--- config.mk ---
export PLATFORM = sky130hd
export DESIGN_NAME = addr_hash_filter
export DESIGN_NICKNAME = d
export VERILOG_FILES = /design/src/rtl/addr_filt_pkg.sv /design/src/rtl/hash_crc_unit.sv /design/src/rtl/hash_table_regs.sv /design/src/rtl/addr_match_track.sv /design/src/rtl/addr_hash_filter.sv
export SDC_FILE = /design/constraint.sdc
export NUM_CORES = 1
export LEC_CHECK = 0
export BUFFER_PORTS_ARGS = -buffer_cell sky130_fd_sc_hd__buf_2
export CORE_MARGIN = 1
export CORE_UTILIZATION = 52
export CTS_CLUSTER_DIAMETER = 40
export DETAILED_ROUTE_END_ITERATION = 7
export HOLD_SLACK_MARGIN = 0.05
export PLACE_DENSITY = 0.77
export REMOVE_ABC_BUFFERS = 1
export SYNTH_ARGS = -nofsm -noshare
export SYNTH_HDL_FRONTEND = slang
export SYNTH_SLANG_ARGS = --single-unit
export TNS_END_PERCENT = 1
--- constraint.sdc ---
create_clock -name clk -period 2.98 [get_ports clk]
set_input_delay 0 -clock clk [delete_from_list [all_inputs] [get_ports clk]]
set_output_delay 0 -clock clk [all_outputs]
set_load 0.05 [all_outputs]
--- src/rtl/addr_filt_pkg.sv ---
package addr_filt_pkg;
  typedef enum logic [1:0] {
    MT_NONE  = 2'd0,
    MT_PHYS  = 2'd1,
    MT_MCAST = 2'd2,
    MT_BCAST = 2'd3
  } match_t;

  localparam int MODE_W       = 4;
  localparam int MODE_PROMISC = 0;
  localparam int MODE_PHYS    = 1;
  localparam int MODE_MCAST   = 2;
  localparam int MODE_BCAST   = 3;
endpackage

--- src/rtl/hash_crc_unit.sv ---
module hash_crc_unit #(
  parameter int              CRC_W  = 32,
  parameter logic [31:0]     POLY   = 32'h04C11DB7,
  parameter int              DATA_W = 8,
  parameter int              OUT_W  = 6
) (
  input  logic              clk,
  input  logic              rst,
  input  logic              init,
  input  logic              en,
  input  logic [DATA_W-1:0] data,
  output logic [OUT_W-1:0]  crc_top
);
  logic [CRC_W-1:0] crc_q;
  logic [CRC_W-1:0] crc_nx;

  // bit-serial recurrence unrolled over one byte, LSB first
  always_comb begin
    crc_nx = init ? '1 : crc_q;
    for (int b = 0; b < DATA_W; b++) begin
      if (crc_nx[CRC_W-1] ^ data[b])
        crc_nx = (crc_nx << 1) ^ POLY[CRC_W-1:0];
      else
        crc_nx = crc_nx << 1;
    end
  end

  always_ff @(posedge clk) begin
    if (rst)     crc_q <= '1;
    else if (en) crc_q <= crc_nx;
  end

  assign crc_top = crc_nx[CRC_W-1 -: OUT_W];
endmodule

--- src/rtl/hash_table_regs.sv ---
module hash_table_regs #(
  parameter int WORD_W  = 32,
  parameter int TABLE_W = 64,
  localparam int NWORDS = TABLE_W / WORD_W,
  localparam int BYTES  = WORD_W / 8,
  localparam int SEL_W  = (NWORDS > 1) ? $clog2(NWORDS) : 1
) (
  input  logic               clk,
  input  logic               rst,
  input  logic               we,
  input  logic [SEL_W-1:0]   sel,
  input  logic [WORD_W-1:0]  wdata,
  input  logic               swap,
  output logic [TABLE_W-1:0] table_o
);
  logic [WORD_W-1:0]  words_q [NWORDS];
  logic [TABLE_W-1:0] plain_flat;
  logic [TABLE_W-1:0] rev_flat;

  always_ff @(posedge clk) begin
    if (rst) begin
      for (int k = 0; k < NWORDS; k++) words_q[k] <= '0;
    end else if (we && (int'(sel) < NWORDS)) begin
      words_q[sel] <= wdata;
    end
  end

  // swapped layout: register k carries logical word NWORDS-1-k, bytes reversed
  for (genvar k = 0; k < NWORDS; k++) begin : g_word
    assign plain_flat[WORD_W*k +: WORD_W] = words_q[k];
    for (genvar b = 0; b < BYTES; b++) begin : g_byte
      assign rev_flat[WORD_W*k + 8*b +: 8] = words_q[NWORDS-1-k][8*(BYTES-1-b) +: 8];
    end
  end

  assign table_o = swap ? rev_flat : plain_flat;
endmodule

--- src/rtl/addr_match_track.sv ---
module addr_match_track #(
  parameter int ADDR_BYTES = 6,
  localparam int ST_W  = 8 * ADDR_BYTES,
  localparam int IDX_W = (ADDR_BYTES > 1) ? $clog2(ADDR_BYTES) : 1
) (
  input  logic             clk,
  input  logic             rst,
  input  logic             first,
  input  logic             take,
  input  logic [IDX_W-1:0] idx,
  input  logic [7:0]       data,
  input  logic [ST_W-1:0]  station,
  output logic             phys_n,
  output logic             ones_n,
  output logic             group_n
);
  logic [ADDR_BYTES-1:0] eq_vec;
  logic phys_q, ones_q, group_q;

  for (genvar k = 0; k < ADDR_BYTES; k++) begin : g_cmp
    assign eq_vec[k] = (data == station[8*k +: 8]);
  end

  assign phys_n  = (first | phys_q) & eq_vec[idx];
  assign ones_n  = (first | ones_q) & (&data);
  assign group_n = first ? data[0] : group_q;

  always_ff @(posedge clk) begin
    if (rst) begin
      phys_q  <= 1'b0;
      ones_q  <= 1'b0;
      group_q <= 1'b0;
    end else if (take) begin
      phys_q  <= phys_n;
      ones_q  <= ones_n;
      group_q <= group_n;
    end
  end
endmodule

--- src/rtl/addr_hash_filter.sv ---
module addr_hash_filter #(
  parameter int          ADDR_BYTES = 6,
  parameter int          CRC_W      = 32,
  parameter logic [31:0] POLY       = 32'h04C11DB7,
  parameter int          HASH_BITS  = 6,
  parameter int          WORD_W     = 32,
  localparam int TABLE_W = 1 << HASH_BITS,
  localparam int NWORDS  = TABLE_W / WORD_W,
  localparam int SEL_W   = (NWORDS > 1) ? $clog2(NWORDS) : 1,
  localparam int ST_W    = 8 * ADDR_BYTES,
  localparam int IDX_W   = (ADDR_BYTES > 1) ? $clog2(ADDR_BYTES) : 1
) (
  input  logic                      clk,
  input  logic                      rst,
  input  logic                      byte_start,
  input  logic                      byte_valid,
  input  logic [7:0]                byte_data,
  input  logic [WORD_W-1:0]         station_lo,
  input  logic [ST_W-WORD_W-1:0]    station_hi,
  input  logic [3:0]                mode,
  input  logic                      swap_order,
  input  logic                      tbl_we,
  input  logic [SEL_W-1:0]          tbl_sel,
  input  logic [WORD_W-1:0]         tbl_wdata,
  output logic                      dec_valid,
  output logic                      dec_accept,
  output logic [1:0]                dec_match
);
  import addr_filt_pkg::*;

  logic             busy_q;
  logic [IDX_W-1:0] cnt_q;
  logic             first, take, last;
  logic [IDX_W-1:0] idx;
  logic [HASH_BITS-1:0] hidx;
  logic [TABLE_W-1:0]   table_w;
  logic phys_n, ones_n, group_n;
  match_t kind;
  logic   acc;

  assign first = byte_valid & byte_start;
  assign take  = byte_valid & (byte_start | busy_q);
  assign idx   = first ? '0 : cnt_q;
  assign last  = take && (idx == IDX_W'(ADDR_BYTES - 1));

  always_ff @(posedge clk) begin
    if (rst) begin
      busy_q <= 1'b0;
      cnt_q  <= '0;
    end else if (take) begin
      if (last) begin
        busy_q <= 1'b0;
        cnt_q  <= '0;
      end else begin
        busy_q <= 1'b1;
        cnt_q  <= idx + 1'b1;
      end
    end
  end

  hash_crc_unit #(
    .CRC_W(CRC_W), .POLY(POLY), .DATA_W(8), .OUT_W(HASH_BITS)
  ) u_crc (
    .clk(clk), .rst(rst), .init(first), .en(take),
    .data(byte_data), .crc_top(hidx)
  );

  hash_table_regs #(
    .WORD_W(WORD_W), .TABLE_W(TABLE_W)
  ) u_tbl (
    .clk(clk), .rst(rst), .we(tbl_we), .sel(tbl_sel),
    .wdata(tbl_wdata), .swap(swap_order), .table_o(table_w)
  );

  addr_match_track #(
    .ADDR_BYTES(ADDR_BYTES)
  ) u_trk (
    .clk(clk), .rst(rst), .first(first), .take(take), .idx(idx),
    .data(byte_data), .station({station_hi, station_lo}),
    .phys_n(phys_n), .ones_n(ones_n), .group_n(group_n)
  );

  // broadcast wins over the hash, group addresses never match the station
  always_comb begin
    if (ones_n)                     kind = MT_BCAST;
    else if (group_n)               kind = table_w[hidx] ? MT_MCAST : MT_NONE;
    else if (phys_n)                kind = MT_PHYS;
    else                            kind = MT_NONE;
    acc = mode[MODE_PROMISC]
        | (mode[MODE_BCAST] & (kind == MT_BCAST))
        | (mode[MODE_MCAST] & (kind == MT_MCAST))
        | (mode[MODE_PHYS]  & (kind == MT_PHYS));
  end

  always_ff @(posedge clk) begin
    if (rst || !last) begin
      dec_valid  <= 1'b0;
      dec_accept <= 1'b0;
      dec_match  <= MT_NONE;
    end else begin
      dec_valid  <= 1'b1;
      dec_accept <= acc;
      dec_match  <= kind;
    end
  end
endmodule

* Word level (Yosys, flattened, before mapping)
Memory sizes are Yosys's and may differ from the RTL's.
Cells that the tools add are included.
** Operators by class
- Add/subtract/negate cells :: 1
- Multiplexer cells :: 31
- Bitwise logic cells :: 29
- Order comparisons :: 2
- Equal/unequal tests :: 10
- Reduce and logical (&&, ||, !) cells :: 5
** Operators by type and width (count)
- two-way mux 27 bit :: 8
- inverter 14 bit :: 8
- two-way mux 32 bit :: 2
- two-way mux 64 bit :: 1
- == test 8 bit :: 6
- OR reduction 32 bit :: 1
- two-way mux 1 bit :: 13
- AND reduction 8 bit :: 1
- bitwise XOR 1 bit :: 8
- AND 1 bit :: 7
- less-than comparator 6 x 7 -> 1 bit (second input constant) :: 1
- binary-select mux 1 bit (select 6 bit) :: 1
- two-way mux 2 bit :: 3
- two-way mux 3 bit :: 2
- bitwise OR 1 bit :: 6
- == test 2 bit (second input constant) :: 2
- less-than comparator 3 x 4 -> 1 bit (second input constant) :: 1
- adder 3 x 1 -> 3 bit (second input constant) :: 1
- binary-select mux 1 bit (select 3 bit) :: 1
- == test 3 bit (second input constant) :: 1
- == test 2 x 1 -> 1 bit (second input constant) :: 1
- logical AND 1 bit :: 1
- logical NOT 1 bit :: 1
- logical OR 1 bit :: 1
** Word-level totals
- RAM bits :: 64
- Memories kept :: 1
- Register bits after elaboration :: 43
** Memories
- u_tbl.words_q :: depth 2, bits a word 32, read ports 2, clocked after memory_dff 0, write ports 2, RTL line hash_table_regs.sv:16 : logic [WORD_W-1:0] words_q [NWORDS];

* Depth between registers and ports, before layout
Gate-level depths: netlist of run 1.
- Word-level depth :: 28
- Mapped depth :: 14

* Modules after synthesis
Synthesis of run 1 repeated with hierarchy kept, for this count alone.
** Second synthesis, totals
- Cell total of the unflattened synthesis :: 669
- Area, all modules :: 7230.7 um2
** Modules (own cells, without submodules)
- hash_table_regs :: area an instance 3224.3 um2, instances 1, cells each 213, seq. area each 1921.8 um2
- hash_crc_unit :: area an instance 2247.2 um2, instances 1, cells each 263, seq. area each 640.6 um2
- addr_hash_filter :: area an instance 989.7 um2, instances 1, cells each 97, seq. area each 160.2 um2
- addr_match_track :: area an instance 769.5 um2, instances 1, cells each 96, seq. area each 60.1 um2

* Least setup slack after synthesis of run 1
No wires, ideal clock.
- Kind :: reg2reg
- Start :: register u_crc.crc_q[28]
- End :: register dec_accept
- Required time :: 2.856 ns
- Setup time :: 0.124 ns
- Clock period less this slack :: 2.811 ns
- Setup slack :: 0.169 ns
- Arrival time :: 2.687 ns
- Path buffers :: 2
- Stages on the path, launching flop included :: 13
- Cell sequence :: dfxtp_1 buf_2 xor2_1 and3_1 or2_1 xnor3_1 buf_6 mux2_4 a221o_1 a31oi_2 o221ai_2 a32oi_2 a21oi_1
** On the way
- Cells in the longest elaborated chain, start to end :: 19
- Elaborated cells on any way between the ends :: 24
- Those cells by class :: eq/ne (3); mux (11); bitwise (10)
** RTL lines
- start: declaration :: RTL line hash_crc_unit.sv:14 : logic [CRC_W-1:0] crc_q;
- start signal: assignment :: RTL line hash_crc_unit.sv:30 : else if (en) crc_q <= crc_nx;
- two-way mux 32 bit * :: RTL line hash_crc_unit.sv:19 : crc_nx = init ? '1 : crc_q;
- bitwise XOR 1 bit * :: RTL line hash_crc_unit.sv:21 : if (crc_nx[CRC_W-1] ^ data[b])
- two-way mux 27 bit * :: RTL line hash_crc_unit.sv:21
- inverter 14 bit (no source line)
- two-way mux 27 bit (3 in series) :: RTL line hash_crc_unit.sv:21
- inverter 14 bit (no source line)
- two-way mux 27 bit :: RTL line hash_crc_unit.sv:21
- binary-select mux 1 bit (select 6 bit) * :: RTL line addr_hash_filter.sv:86 : else if (group_n) kind = table_w[hidx] ? MT_MCAST : MT_NONE;
- two-way mux 1 bit (implied by the code) * :: RTL line addr_hash_filter.sv:86
- two-way mux 2 bit * (2 in series) :: RTL line addr_hash_filter.sv:86
- two-way mux 2 bit * :: RTL line addr_hash_filter.sv:85 : if (ones_n) kind = MT_BCAST;
- == test 2 bit :: RTL line addr_hash_filter.sv:90 : | (mode[MODE_BCAST] & (kind == MT_BCAST))
- AND 1 bit :: RTL line addr_hash_filter.sv:90
- bitwise OR 1 bit :: RTL line addr_hash_filter.sv:90
- bitwise OR 1 bit :: RTL line addr_hash_filter.sv:91 : | (mode[MODE_MCAST] & (kind == MT_MCAST))
- bitwise OR 1 bit * :: RTL line addr_hash_filter.sv:92 : | (mode[MODE_PHYS] & (kind == MT_PHYS));
- end signal: assignment :: RTL line addr_hash_filter.sv:98 : dec_accept <= 1'b0;
- end signal: assignment :: RTL line addr_hash_filter.sv:102 : dec_accept <= acc;
- end: declaration :: RTL line addr_hash_filter.sv:26 : output logic dec_accept,
Every way passes the cells marked *; elsewhere a longest branch is shown, timed or not. The select of a mux whose other input is x is not followed.
A chain may end at the register's enable or synchronous reset.

* Final worst setup path of run 1
- Start :: register u_crc.crc_q[28]
- End :: register dec_match[1]
** On the way
- Cells in the longest elaborated chain, start to end :: 14
- Elaborated cells on any way between the ends :: 15
- Those cells by class :: mux (11); bitwise (4)
** RTL lines
- two-way mux 32 bit * :: RTL line hash_crc_unit.sv:19
- bitwise XOR 1 bit * :: RTL line hash_crc_unit.sv:21
- two-way mux 27 bit * :: RTL line hash_crc_unit.sv:21
- inverter 14 bit (no source line)
- two-way mux 27 bit (3 in series) :: RTL line hash_crc_unit.sv:21
- inverter 14 bit (no source line)
- two-way mux 27 bit :: RTL line hash_crc_unit.sv:21
- binary-select mux 1 bit (select 6 bit) * :: RTL line addr_hash_filter.sv:86
- two-way mux 1 bit (implied by the code) * :: RTL line addr_hash_filter.sv:86
- two-way mux 2 bit * (2 in series) :: RTL line addr_hash_filter.sv:86
- two-way mux 2 bit * :: RTL line addr_hash_filter.sv:85
- end signal: assignment :: RTL line addr_hash_filter.sv:103 : dec_match <= kind;
- end: declaration :: RTL line addr_hash_filter.sv:27 : output logic [1:0] dec_match
Marks and branches as above.

==> results by group, run 1 <==
Run status
  • Status: finished clean

Pwr
  • VDD IR-drop max: roughly 0.44 mV
  • PwrDens: 654.1 nW/um^2
  • Leak: 3.415 nW

Logic synthesis
  • Post-synthesis compound-gate area fraction: 0.1187
  • Gate Count Post-Synth: between 600 and 700
  • Simple-gate share of the synthesized area: 0.1698
  • Main synth FF type: edfxtp_1
  • Mux share of post-synthesis cell area: 0.08529
  • Synthesis-stage register bit count: between 100 and 150
  • Largest area contributor in the netlist: edfxtp_1
  • Post-Syn Area: between 6000 and 7000 sq um
  • Post-synth cell types: 65
  • Ys async rst share: 0
  • Synth area leaders: edfxtp_1 28%, dfxtp_1 13%, xnor2_1 11%
  • Sequential cell area fraction in the yosys report: 0.4044
  • Mean post-synth cell area: 10.03 sq um
  • YS warnings: 0
  • EDFF count, synth: 64
  • Post-synth top area share: 0.2793
  • XOR/XNOR Fraction of Synth Area: 0.1746
  • Post-synthesis adder-cell area fraction: 0.003637
  • Largest family of logic cells by synthesized area: XOR/XNOR gates

Worst setup path
  • Critical path's largest stage delay: around 460 ps
  • Critical Path End Type: register
  • Crit Path Category: reg -> reg
  • Arrival time worst endpoint: 3190 ps
  • Cell-by-cell trace of the critical path: xor2_2 -> and3_4 -> or2_4 -> xnor3_2 -> buf_6 -> mux2_4 -> a221o_1 -> a31oi_2 -> o221ai_2 -> a32oi_2 -> a21boi_1
  • Top Family by Delay on Critical Path: compound AO/OA/AOI/OAI gates
  • Data required, critical path: about 3200 ps
  • Slowest cell on crit path: xnor3_2
  • CP max FO: 5
  • Worst setup SP type: register
  • CP bufs+invs: 1

Clock network
  • Root Buffer: clkbuf_16
  • Clk Latency, worst-skew pair: around 370 ps
  • Num CTS Buffers: 9
  • Register clock-pin slew on the reported worst setup and hold paths: approximately 90 ps
  • CTS tree: yes
  • H-tree depth: 3
  • CTS Sinks: 107
  • CTS max path bufs: 2

Run
  • MaxCap Viol Count: 0

Timing
  • Final setup viols: 0
  • RSZ-0062 raised after global routing: yes
  • Final Max Slew Viols: 0
  • Slew HR: 0.3460
  • Worst-margin pin slew: 980.9 ps
  • Min Tclk post-route: 2932 ps
  • Final Cycle Share: 0.9838
  • Hold Slack: approximately 60 ps
  • Fin. Hold Viols: 0
  • Clk_skew: about 14 ps
  • Fmax: 0.3411 GHz

Place
  • DPL Wire Length: 11620 microns
  • RD Place Congestion: ~0.91
  • Placed Cells: 954
  • Number of I/O port buffers: 102

Global route
  • Vias in the first global route: 5515
  • Largest net degree at the start of global routing: 73
  • Met1 Use GR: 0.3033
  • Initial antenna violation count: 0
  • First-pass GRT wire length: 26430 microns
  • Aggregate global routing overflow: 0
  • GR peak layer: met2
  • Total GRT Usage: 0.2558
  • Met2 Resource Use GR: 0.4493
  • Met3 GRT Util: 0.04119

Layout
  • Leading cell type in the layout, fill and taps excluded: buf_2
  • Ant diodes: 0
  • P&R area growth vs syn: 23.99%
  • NumNets Final: 938
  • Final Instance Count excl. Fillers: 1014
  • Most frequent cells in the layout: 102 x buf_2, 88 x xnor2_1, 68 x nor2_1, 66 x and2_1, 64 x edfxtp_1
  • Share of cells above drive strength 1: 0.2553

Die
  • Starting Density: 0.5386
  • Die ar.: 13690 sq um
  • Row Count: slightly above 40
  • # IOs: ~100
  • Die W: between 100 and 150 microns
  • Die Y: 117.0 microns
  • Core area: 12770 sq um

Route
  • Vias/cell: 5.665
  • # DRC: 0
  • Routed len/inst: 16.90 microns
  • Final ANT Viol Nets: 0
  • WL final: approximately 17000 microns
  • Via count: between 5000 and 6000
  • Drt initial violations: roughly 460
  • DRT Pass-1 Iters: 5

Worst hold path
  • Hold WC Path Type: in -> reg
## Yosys cell counts, drive strengths merged, types with 3 or more instances
cell	number
inv	5
dfxtp	43
clkbuf	33
nand2b	4
and3	3
nand4	12
a21oi	20
nor2	69
mux2	4
nor2b	7
nor3	11
and2	67
o22ai	7
a311oi	4
nor4	6
o21ai	20
or3	6
or2	4
buf	21
xor2	40
nand2	26
a21boi	4
a211oi	4
edfxtp	64
mux2i	38
a211o	33
a31oi	5
xnor2	92
mux4	7
nand3	5
## registers in the layout (all words and copies together), names as in the netlist
name / flops
u_crc.crc_q: 32
u_trk.group_q: 1
u_tbl.words_q: 64
cnt_q: 3
u_trk.phys_q: 1
dec_accept: 1
u_trk.ones_q: 1
dec_match: 2
busy_q: 1
dec_valid: 1
## report_power, final
| part | switching, mW | internal (mW) | total [mW] |
|---|---|---|---|
| registers | 0.0798 | 1.71 | 1.79 |
| clock network | 0.612 | 0.590 | 1.20 |
| logic | 1.30 | 1.29 | 2.59 |
| total | 1.99 | 3.59 | 5.58 |
## path summary, 6_finish.rpt
kind | cells past startpoint | slack, ps | to | from
worst max-delay path | 11 | 50 | dec_match[1] | u_crc.crc_q[28]
worst min-delay path | 4 | 60 | busy_q | byte_valid
worst max register to register | 11 | 50 | dec_match[1] | u_crc.crc_q[28]
worst min register to register | 1 | 470 | u_crc.crc_q[1] | u_crc.crc_q[1]
## worst register-to-register path, delay by kind of cell (launching register included)
family	cells	cell delay, ps
DFF	1	340
muxes	1	290
and+or+nand+nor	2	410
AOI/OAI and AO/OA	5	970
buffers and inverters	1	170
xor gates and xnor gates	2	640
## layout make-up
class	count	area (sq um)
Clock buffer	9	225.2
Clock inverter	7	67.56
Fill cell	959	4243
Inverter	5	18.77
Multi-Input combinational cell	521	3915
Sequential cell	107	2785
Tap cell	172	215.2
Timing Repair Buffer	193	1304
## what timing repair did
item	in CTS	in global routing
setup endpoints to repair	2	2
buffers inserted	2	5
gates resized for setup	1	17
gates cloned	1	0
pin swaps	1	12
hold endpoints to repair	66	0
hold buffers	36	0
## routing by layer
metal | routed length, microns | part of all wire
met5 | 0 | 0
met4 | 541 | 0.032
met3 | 1064 | 0.062
met2 | 8395 | 0.49
met1 | 7138 | 0.42
## through the flow
| stage | util | setup WS, ps | setup TNS (ps) | total power, mW | cell area (sq um) |
|---|---|---|---|---|---|
| 2_1_floorplan | - | -1919 | -68080 | 3.409 | 6600 |
| 6_report | 0.6678 | 48.39 | 0 | 5.580 | 8531 |
| 3_3_place_gp | 0.6047 | 51.14 | 0 | 4.085 | 7724 |
| 5_1_grt | 0.6678 | -41.99 | -69.38 | 5.828 | 8531 |
| 3_5_place_dp | 0.6047 | -109.3 | -216.4 | 4.160 | 7724 |
| 4_1_cts | 0.6591 | 0.7834 | 0 | 5.431 | 8419 |
## kinds of logic (layout without fill, tap and decap cells)
group | count (synthesis) | in the layout
AO/OA/AOI/OAI | 112 | 112
XOR/XNOR | 133 | 134
adder cells (fa/ha/maj) | 2 | 2
buffers and inverters | 59 | 214
flip-flops | 107 | 107
multiplexers | 49 | 49
AND/OR/NAND/NOR | 224 | 224
Note: power is estimated with default switching activity, not from simulation.
==> run 2, diff against run 1 <==
HOLD_SLACK_MARGIN = 0.12   (was 0.05)
==> run 2 against run 1 <==
Net effect: non-clock buffer count up 4; highest routed layer unchanged; critical path type unchanged; combinational power about the same; sequential share of layout area down 0.15 points; power up 0.12%.
==> results by group, run 2 (same netlist as run 1, synthesis figures left out) <==
Run status
  • Status: finished clean (unchanged)

Die
  • Die Y: 117.0 microns (unchanged)
  • Starting Density: 0.5386 (unchanged)
  • Core area: 12770 sq um (unchanged)
  • Die ar.: 13690 sq um (unchanged)
  • Die W: 117.0 microns (unchanged)
  • # IOs: 103 (unchanged)
  • Row Count: 41 (unchanged)

Route
  • WL final: 17190 microns (was 17140 microns)
  • Via count: 5727 (was 5744)
  • Drt initial violations: 436 (was 458)
  • DRT Pass-1 Iters: 6 (was 5)
  • # DRC: 0 (unchanged)
  • Final ANT Viol Nets: 0 (unchanged)
  • Vias/cell: 5.626 (was 5.665)
  • Routed len/inst: 16.88 microns (was 16.90 microns)

Worst setup path
  • Slowest cell on crit path: xnor3_2 (unchanged)
  • Critical path's largest stage delay: 460 ps (about the same)
  • CP bufs+invs: 1 (unchanged)
  • Crit Path Category: reg -> reg (unchanged)
  • Cell-by-cell trace of the critical path: xor2_2 -> and3_4 -> or2_4 -> xnor3_2 -> buf_6 -> mux2_4 -> a221o_1 -> a31oi_2 -> o221ai_2 -> a32oi_2 -> a21boi_1 (unchanged)
  • Data required, critical path: 3240 ps (about the same)
  • Arrival time worst endpoint: 3200 ps (was 3190 ps)
  • Worst setup SP type: register (unchanged)
  • Top Family by Delay on Critical Path: compound AO/OA/AOI/OAI gates (unchanged)
  • CP max FO: 5 (unchanged)
  • Critical Path End Type: register (unchanged)

Pwr
  • Flop pwr share: 0.320 (about the same)
  • Pint: 3.591 mW (was 3.588 mW)
  • Leak: 3.431 nW (was 3.415 nW)
  • P_sw: 1.996 mW (was 1.992 mW)
  • Combinational share of power: 0.465 (about the same)
  • Clock Power Share: 0.215 (about the same)
  • VDD IR-drop max: 0.4410 mV (was 0.4438 mV)
  • Switching Share: 0.3572 (was 0.3571)
  • PwrDens: 651.9 nW/um^2 (was 654.1 nW/um^2)

Clock network
  • CTS tree: yes (unchanged)
  • CTS Sinks: 107 (unchanged)
  • CTS max path bufs: 2 (unchanged)
  • H-tree depth: 3 (unchanged)
  • Clk Latency, worst-skew pair: 370 ps (about the same)
  • Register clock-pin slew on the reported worst setup and hold paths: 80 ps (was 90 ps)
  • Num CTS Buffers: 9 (unchanged)
  • Root Buffer: clkbuf_16 (unchanged)

Layout
  • Final instance area: 8571 sq um (was 8531 sq um)
  • Most frequent cells in the layout: 102 x buf_2, 88 x xnor2_1, 68 x nor2_1, 66 x and2_1, 64 x edfxtp_1 (unchanged)
  • Max FFs per register: 64 (unchanged)
  • NumNets Final: 942 (was 938)
  • P&R area growth vs syn: 24.57% (was 23.99%)
  • Ant diodes: 0 (unchanged)
  • Final Instance Count excl. Fillers: 1018 (was 1014)
  • Biggest register: u_tbl.words_q (unchanged)
  • Share of cells above drive strength 1: 0.2541 (was 0.2553)
  • Largest registers: u_tbl.words_q x64, u_crc.crc_q x32, cnt_q x3 (unchanged)
  • Leading cell type in the layout, fill and taps excluded: buf_2 (unchanged)

Timing
  • Final Max Slew Viols: 0 (unchanged)
  • Min Tclk post-route: 2934 ps (was 2932 ps)
  • RSZ-0062 raised after global routing: yes (unchanged)
  • Fin. Hold Viols: 0 (unchanged)
  • Slew HR: 0.3416 (was 0.3460)
  • Fmax: 0.3409 GHz (was 0.3411 GHz)
  • Final Cycle Share: 0.9845 (was 0.9838)
  • Worst-margin pin slew: 987.6 ps (was 980.9 ps)
  • Clk_skew: 12.58 ps (was 13.81 ps)
  • Final setup viols: 0 (unchanged)

Global route
  • First-pass GRT wire length: 26500 microns (was 26430 microns)
  • Total GRT Usage: 0.2559 (was 0.2558)
  • Largest net degree at the start of global routing: 73 (unchanged)
  • Vias in the first global route: 5532 (was 5515)
  • Initial antenna violation count: 0 (unchanged)
  • Aggregate global routing overflow: 0 (unchanged)

Worst hold path
  • Hold WC Path Type: in -> reg (unchanged)

Place
  • Number of I/O port buffers: 102 (unchanged)
  • Area after DPL: 7724 sq um (unchanged)
  • DPL Wire Length: 11620 microns (unchanged)
  • Placed Cells: 954 (unchanged)
  • RD Place Congestion: 0.9074 (unchanged)

Run
  • MaxCap Viol Count: 0 (unchanged)
-- run 2: final timing paths --
kind / from / end / slack [ps] / cells past startpoint
setup reg to reg: u_crc.crc_q[28] / dec_match[1] / 50 / 11
setup / recovery: u_crc.crc_q[28] / dec_match[1] / 50 / 11
hold reg to reg: u_crc.crc_q[1] / u_crc.crc_q[1] / 470 / 1
hold / removal: byte_start / u_trk.ones_q / 150 / 5
-- run 2: power by group through the flow --
| stage | Sequential [mW] | Combinational (mW) | Clock [mW] |
|---|---|---|---|
| floorplan | 1.79 | 1.62 | 0 |
| global placement | 1.81 | 2.28 | 0 |
| detailed placement | 1.81 | 2.35 | 0 |
| CTS | 1.78 | 2.45 | 1.21 |
| global route | 1.80 | 2.78 | 1.25 |
| finish | 1.79 | 2.60 | 1.20 |
-- run 2: metal layers --
layer  GRT usage  wire (microns)  part of all wire  vias up
li1            -               -                 -     2725
met1      0.3043            7230              0.42     2707
met2      0.4485            8381              0.49      238
met3     0.04119            1014             0.059       57
met4      0.1308             558             0.032        0
met5           0               0                 0        -
-- run 2: worst reg2reg max path: stages (launching register included) --
cell	delay (ps)
dfxtp_2	340
xor2_2	180
and3_4	160
or2_4	250
xnor3_2	460
buf_6	170
mux2_4	290
a221o_1	330
a31oi_2	170
o221ai_2	130
a32oi_2	250
a21boi_1	90
-- run 2: layout make-up --
| cell class | instances | area [sq um] |
|---|---|---|
| Tap cell | 172 | 215.2 |
| Inverter | 5 | 18.77 |
| Fill cell | 956 | 4203 |
| Clock inverter | 7 | 67.56 |
| Clock buffer | 9 | 225.2 |
| Timing Repair Buffer | 197 | 1344 |
| Sequential cell | 107 | 2785 |
| Multi-Input combinational cell | 521 | 3915 |
-- run 2: timing repair --
| item | CTS | global route |
|---|---|---|
| cloned | 1 | 0 |
| setup endpoints to repair | 2 | 2 |
| pin swaps | 1 | 12 |
| hold buffers | 40 | 0 |
| resized for setup | 1 | 17 |
| setup buffers | 2 | 5 |
| endpoints found under the hold margin | 79 | 0 |
-- run 2: stage by stage --
step,setup WS [ps],power [mW],util,TNS [ps],hold WS (ps)
finish,46.27,5.587,0.6710,0,146.4
global route,-41.99,5.831,0.6710,-69.38,207.1
CTS,0.7834,5.435,0.6623,0,140.0
detailed placement,-109.3,4.160,0.6047,-216.4,292.1
global placement,51.14,4.085,0.6047,0,286.2
floorplan,-1919,3.409,-,-68080,69.07
==> run 3, diff against run 2 <==
CORE_ASPECT_RATIO = 1.5   (was not set)
CORE_UTILIZATION = 50   (was 52)
PLACE_DENSITY = 0.74   (was 0.77)
==> run 3 against run 2 <==
Net effect: clock skew down 7.1 ps; cell count shrank 2.2%; largest power group unchanged; non-clock buffer count shrank 12; register-to-register slack got worse by 50 ps; via count decreased by 3.2%; power decreased by 1.6%; die area is 4.0% higher; clock power fell by 5%; the run now ends with DRC, setup timing left; sequential power is essentially flat; highest routed layer unchanged.
==> results by group, run 3 (same netlist as run 1, synthesis figures left out) <==
Run status
  • Status: finished, violations left (was finished clean)
  • Failing checks: DRC, setup timing

Route
  • Via count: 5541 (was 5727)
  • # DRC: 30 (was 0)
  • Final ANT Viol Nets: 0 (unchanged)
  • DRT Pass-1 Iters: 7 (was 6)
  • Vias/cell: 5.563 (was 5.626)
  • Routed len/inst: 16.78 microns (was 16.88 microns)
  • WL final: 16720 microns (was 17190 microns)
  • Drt initial violations: 251 (was 436)

Clock network
  • Register clock-pin slew on the reported worst setup and hold paths: 70 ps (was 80 ps)
  • Root Buffer: clkbuf_16 (unchanged)
  • CTS tree: yes (unchanged)
  • CTS Sinks: 107 (unchanged)
  • CTS max path bufs: 2 (unchanged)
  • H-tree depth: 3 (unchanged)
  • Num CTS Buffers: 9 (unchanged)
  • Clk Latency, worst-skew pair: 350 ps (was 370 ps)

Timing
  • Slew HR: 0.3963 (was 0.3416)
  • Final Max Slew Viols: 0 (unchanged)
  • Fmax: 0.3350 GHz (was 0.3409 GHz)
  • Hold Slack: 130.6 ps (was 146.4 ps)
  • Worst-margin pin slew: 905.6 ps (was 987.6 ps)
  • Final setup viols: 1 (was 0)
  • RSZ-0062 raised after global routing: yes (unchanged)
  • Clk_skew: 5.430 ps (was 12.58 ps)
  • Setup WS post-layout: -5.299 ps (was 46.27 ps)
  • Fin. Hold Viols: 0 (unchanged)
  • Final Cycle Share: 1.002 (was 0.9845)
  • Min Tclk post-route: 2985 ps (was 2934 ps)

Layout
  • P&R area growth vs syn: 23.35% (was 24.57%)
  • Share of cells above drive strength 1: 0.2482 (was 0.2541)
  • Biggest register: u_tbl.words_q (unchanged)
  • Ant diodes: 0 (unchanged)
  • Final Instance Count excl. Fillers: 996 (was 1018)
  • Final instance area: 8487 sq um (was 8571 sq um)
  • Most frequent cells in the layout: 101 x buf_2, 88 x xnor2_1, 68 x nor2_1, 66 x and2_1, 64 x edfxtp_1 (was 102 x buf_2, 88 x xnor2_1, 68 x nor2_1, 66 x and2_1, 64 x edfxtp_1)
  • NumNets Final: 930 (was 942)
  • Largest registers: u_tbl.words_q x64, u_crc.crc_q x32, cnt_q x3 (unchanged)
  • Max FFs per register: 64 (unchanged)
  • Leading cell type in the layout, fill and taps excluded: buf_2 (unchanged)

Global route
  • Vias in the first global route: 5677 (was 5532)
  • First-pass GRT wire length: 26960 microns (was 26500 microns)
  • Initial antenna violation count: 0 (unchanged)
  • Largest net degree at the start of global routing: 65 (was 73)
  • Total GRT Usage: 0.2368 (was 0.2559)
  • Aggregate global routing overflow: 0 (unchanged)

Die
  • Die W: 97.78 microns (was 117.0 microns)
  • Die ar.: 14240 sq um (was 13690 sq um)
  • Core area: 13470 sq um (was 12770 sq um)
  • # IOs: 103 (unchanged)
  • Starting Density: 0.5109 (was 0.5386)
  • Row Count: 52 (was 41)
  • Die Y: 145.7 microns (was 117.0 microns)

Worst setup path
  • Cell-by-cell trace of the critical path: buf_6 -> xor2_4 -> mux2i_2 -> xor2_2 -> xnor2_2 -> buf_4 -> and2_1 -> nor3b_1 -> a211oi_1 -> o211ai_1 -> a32oi_2 -> a21boi_1 (was xor2_2 -> and3_4 -> or2_4 -> xnor3_2 -> buf_6 -> mux2_4 -> a221o_1 -> a31oi_2 -> o221ai_2 -> a32oi_2 -> a21boi_1)
  • Critical Path End Type: register (unchanged)
  • Crit Path Category: reg -> reg (unchanged)
  • Critical Path Start: u_crc.crc_q[28] (unchanged)
  • Reg2Reg Depth: 12 (was 11)
  • Slowest cell on crit path: dfxtp_1 (was xnor3_2)
  • Arrival time worst endpoint: 3220 ps (was 3200 ps)
  • Worst setup endpoint: dec_match[1] (unchanged)
  • R2R Path Start: u_crc.crc_q[28] (unchanged)
  • Worst R2R End: dec_match[1] (unchanged)
  • Setup slack, reg-to-reg: -5 ps (was 50 ps)
  • CP max FO: 5 (unchanged)
  • Critical path's largest stage delay: 390 ps (was 460 ps)
  • Data required, critical path: 3210 ps (was 3240 ps)
  • Worst setup SP type: register (unchanged)

Worst hold path
  • Hold WC Path Type: in -> reg (unchanged)

Run
  • MaxCap Viol Count: 0 (unchanged)

Place
  • Pre-CTS WS: -44.12 ps (was -109.3 ps)
  • Placed Cells: 937 (was 954)
  • RD Place Congestion: 0.9083 (was 0.9074)
  • DPL Wire Length: 11810 microns (was 11620 microns)
  • Area after DPL: 7659 sq um (was 7724 sq um)
  • Number of I/O port buffers: 102 (unchanged)

Pwr
  • Leak: 3.394 nW (was 3.431 nW)
  • PwrDens: 648.0 nW/um^2 (was 651.9 nW/um^2)
  • Total power: 5.500 mW (was 5.587 mW)
  • VDD IR-drop max: 0.3211 mV (was 0.4410 mV)
run 3: changes by cell type in the layout (fill, tap and decap cells not counted), sizes merged:
| cell | previous run | this run |
|---|---|---|
| dlymetal6s4s | 0 | 2 |
| inv | 9 | 8 |
| clkinv | 3 | 2 |
| buf | 157 | 147 |
| dlygate4sd3 | 40 | 36 |
| xnor3 | 2 | 1 |
| clkinvlp | 0 | 2 |
| xnor2 | 92 | 93 |
run 3: where the power goes:
part / switching (mW) / internal [mW] / total (mW)
clock network: 0.557 / 0.582 / 1.14
logic: 1.31 / 1.27 / 2.58
registers: 0.0792 / 1.70 / 1.78
total: 1.95 / 3.55 / 5.50
run 3: how the worst min path moves through the flow:
stage,start,endpoint,slack [ps],cells past startpoint
global placement,tbl_wdata[7],u_tbl.words_q[1][7],290,2
global route,mode[1],dec_accept,160,5
floorplan,rst,cnt_q[2],70,1
CTS,mode[1],dec_accept,130,5
finish,mode[1],dec_accept,130,5
detailed placement,tbl_wdata[9],u_tbl.words_q[0][9],290,2
run 3: routing by layer:
metal | track usage | part of all wire
met1 | 0.2590 | 0.39
met2 | 0.4401 | 0.53
met3 | 0.03554 | 0.041
met4 | 0.1174 | 0.034
met5 | 0 | 0
run 3: critical path: cells and delay by family (launching register included):
kind                      cells  cell delay (ps)
AOI/OAI and AO/OA             4              800
xor gates and xnor gates      3              660
DFF                           1              390
buffers and inverters         2              370
and+or+nand+nor               2              340
muxes                         1              310
run 3: cell type report:
type | instances | area, sq um
inverters | 5 | 18.77
well taps | 162 | 202.7
clock inverters | 7 | 60.06
flip-flops and latches | 107 | 2785
fillers | 1091 | 4981
repair buffers | 185 | 1269
clock buffers | 9 | 225.2
multi-input cells | 521 | 3926
run 3: through the flow:
step                  util  TNS [ps]
finish              0.6302    -5.299
global route        0.6302    -124.5
CTS                 0.6201         0
detailed placement  0.5687    -87.16
global placement    0.5687    -5.920
floorplan                -    -68080
run 3: what timing repair did:
action	CTS	global route
cloned	0	2
hold buffers	38	0
endpoints found under the setup margin	2	7
gates resized for setup	6	22
endpoints found under the hold margin	70	0
setup buffers	0	5
pin swaps	0	7
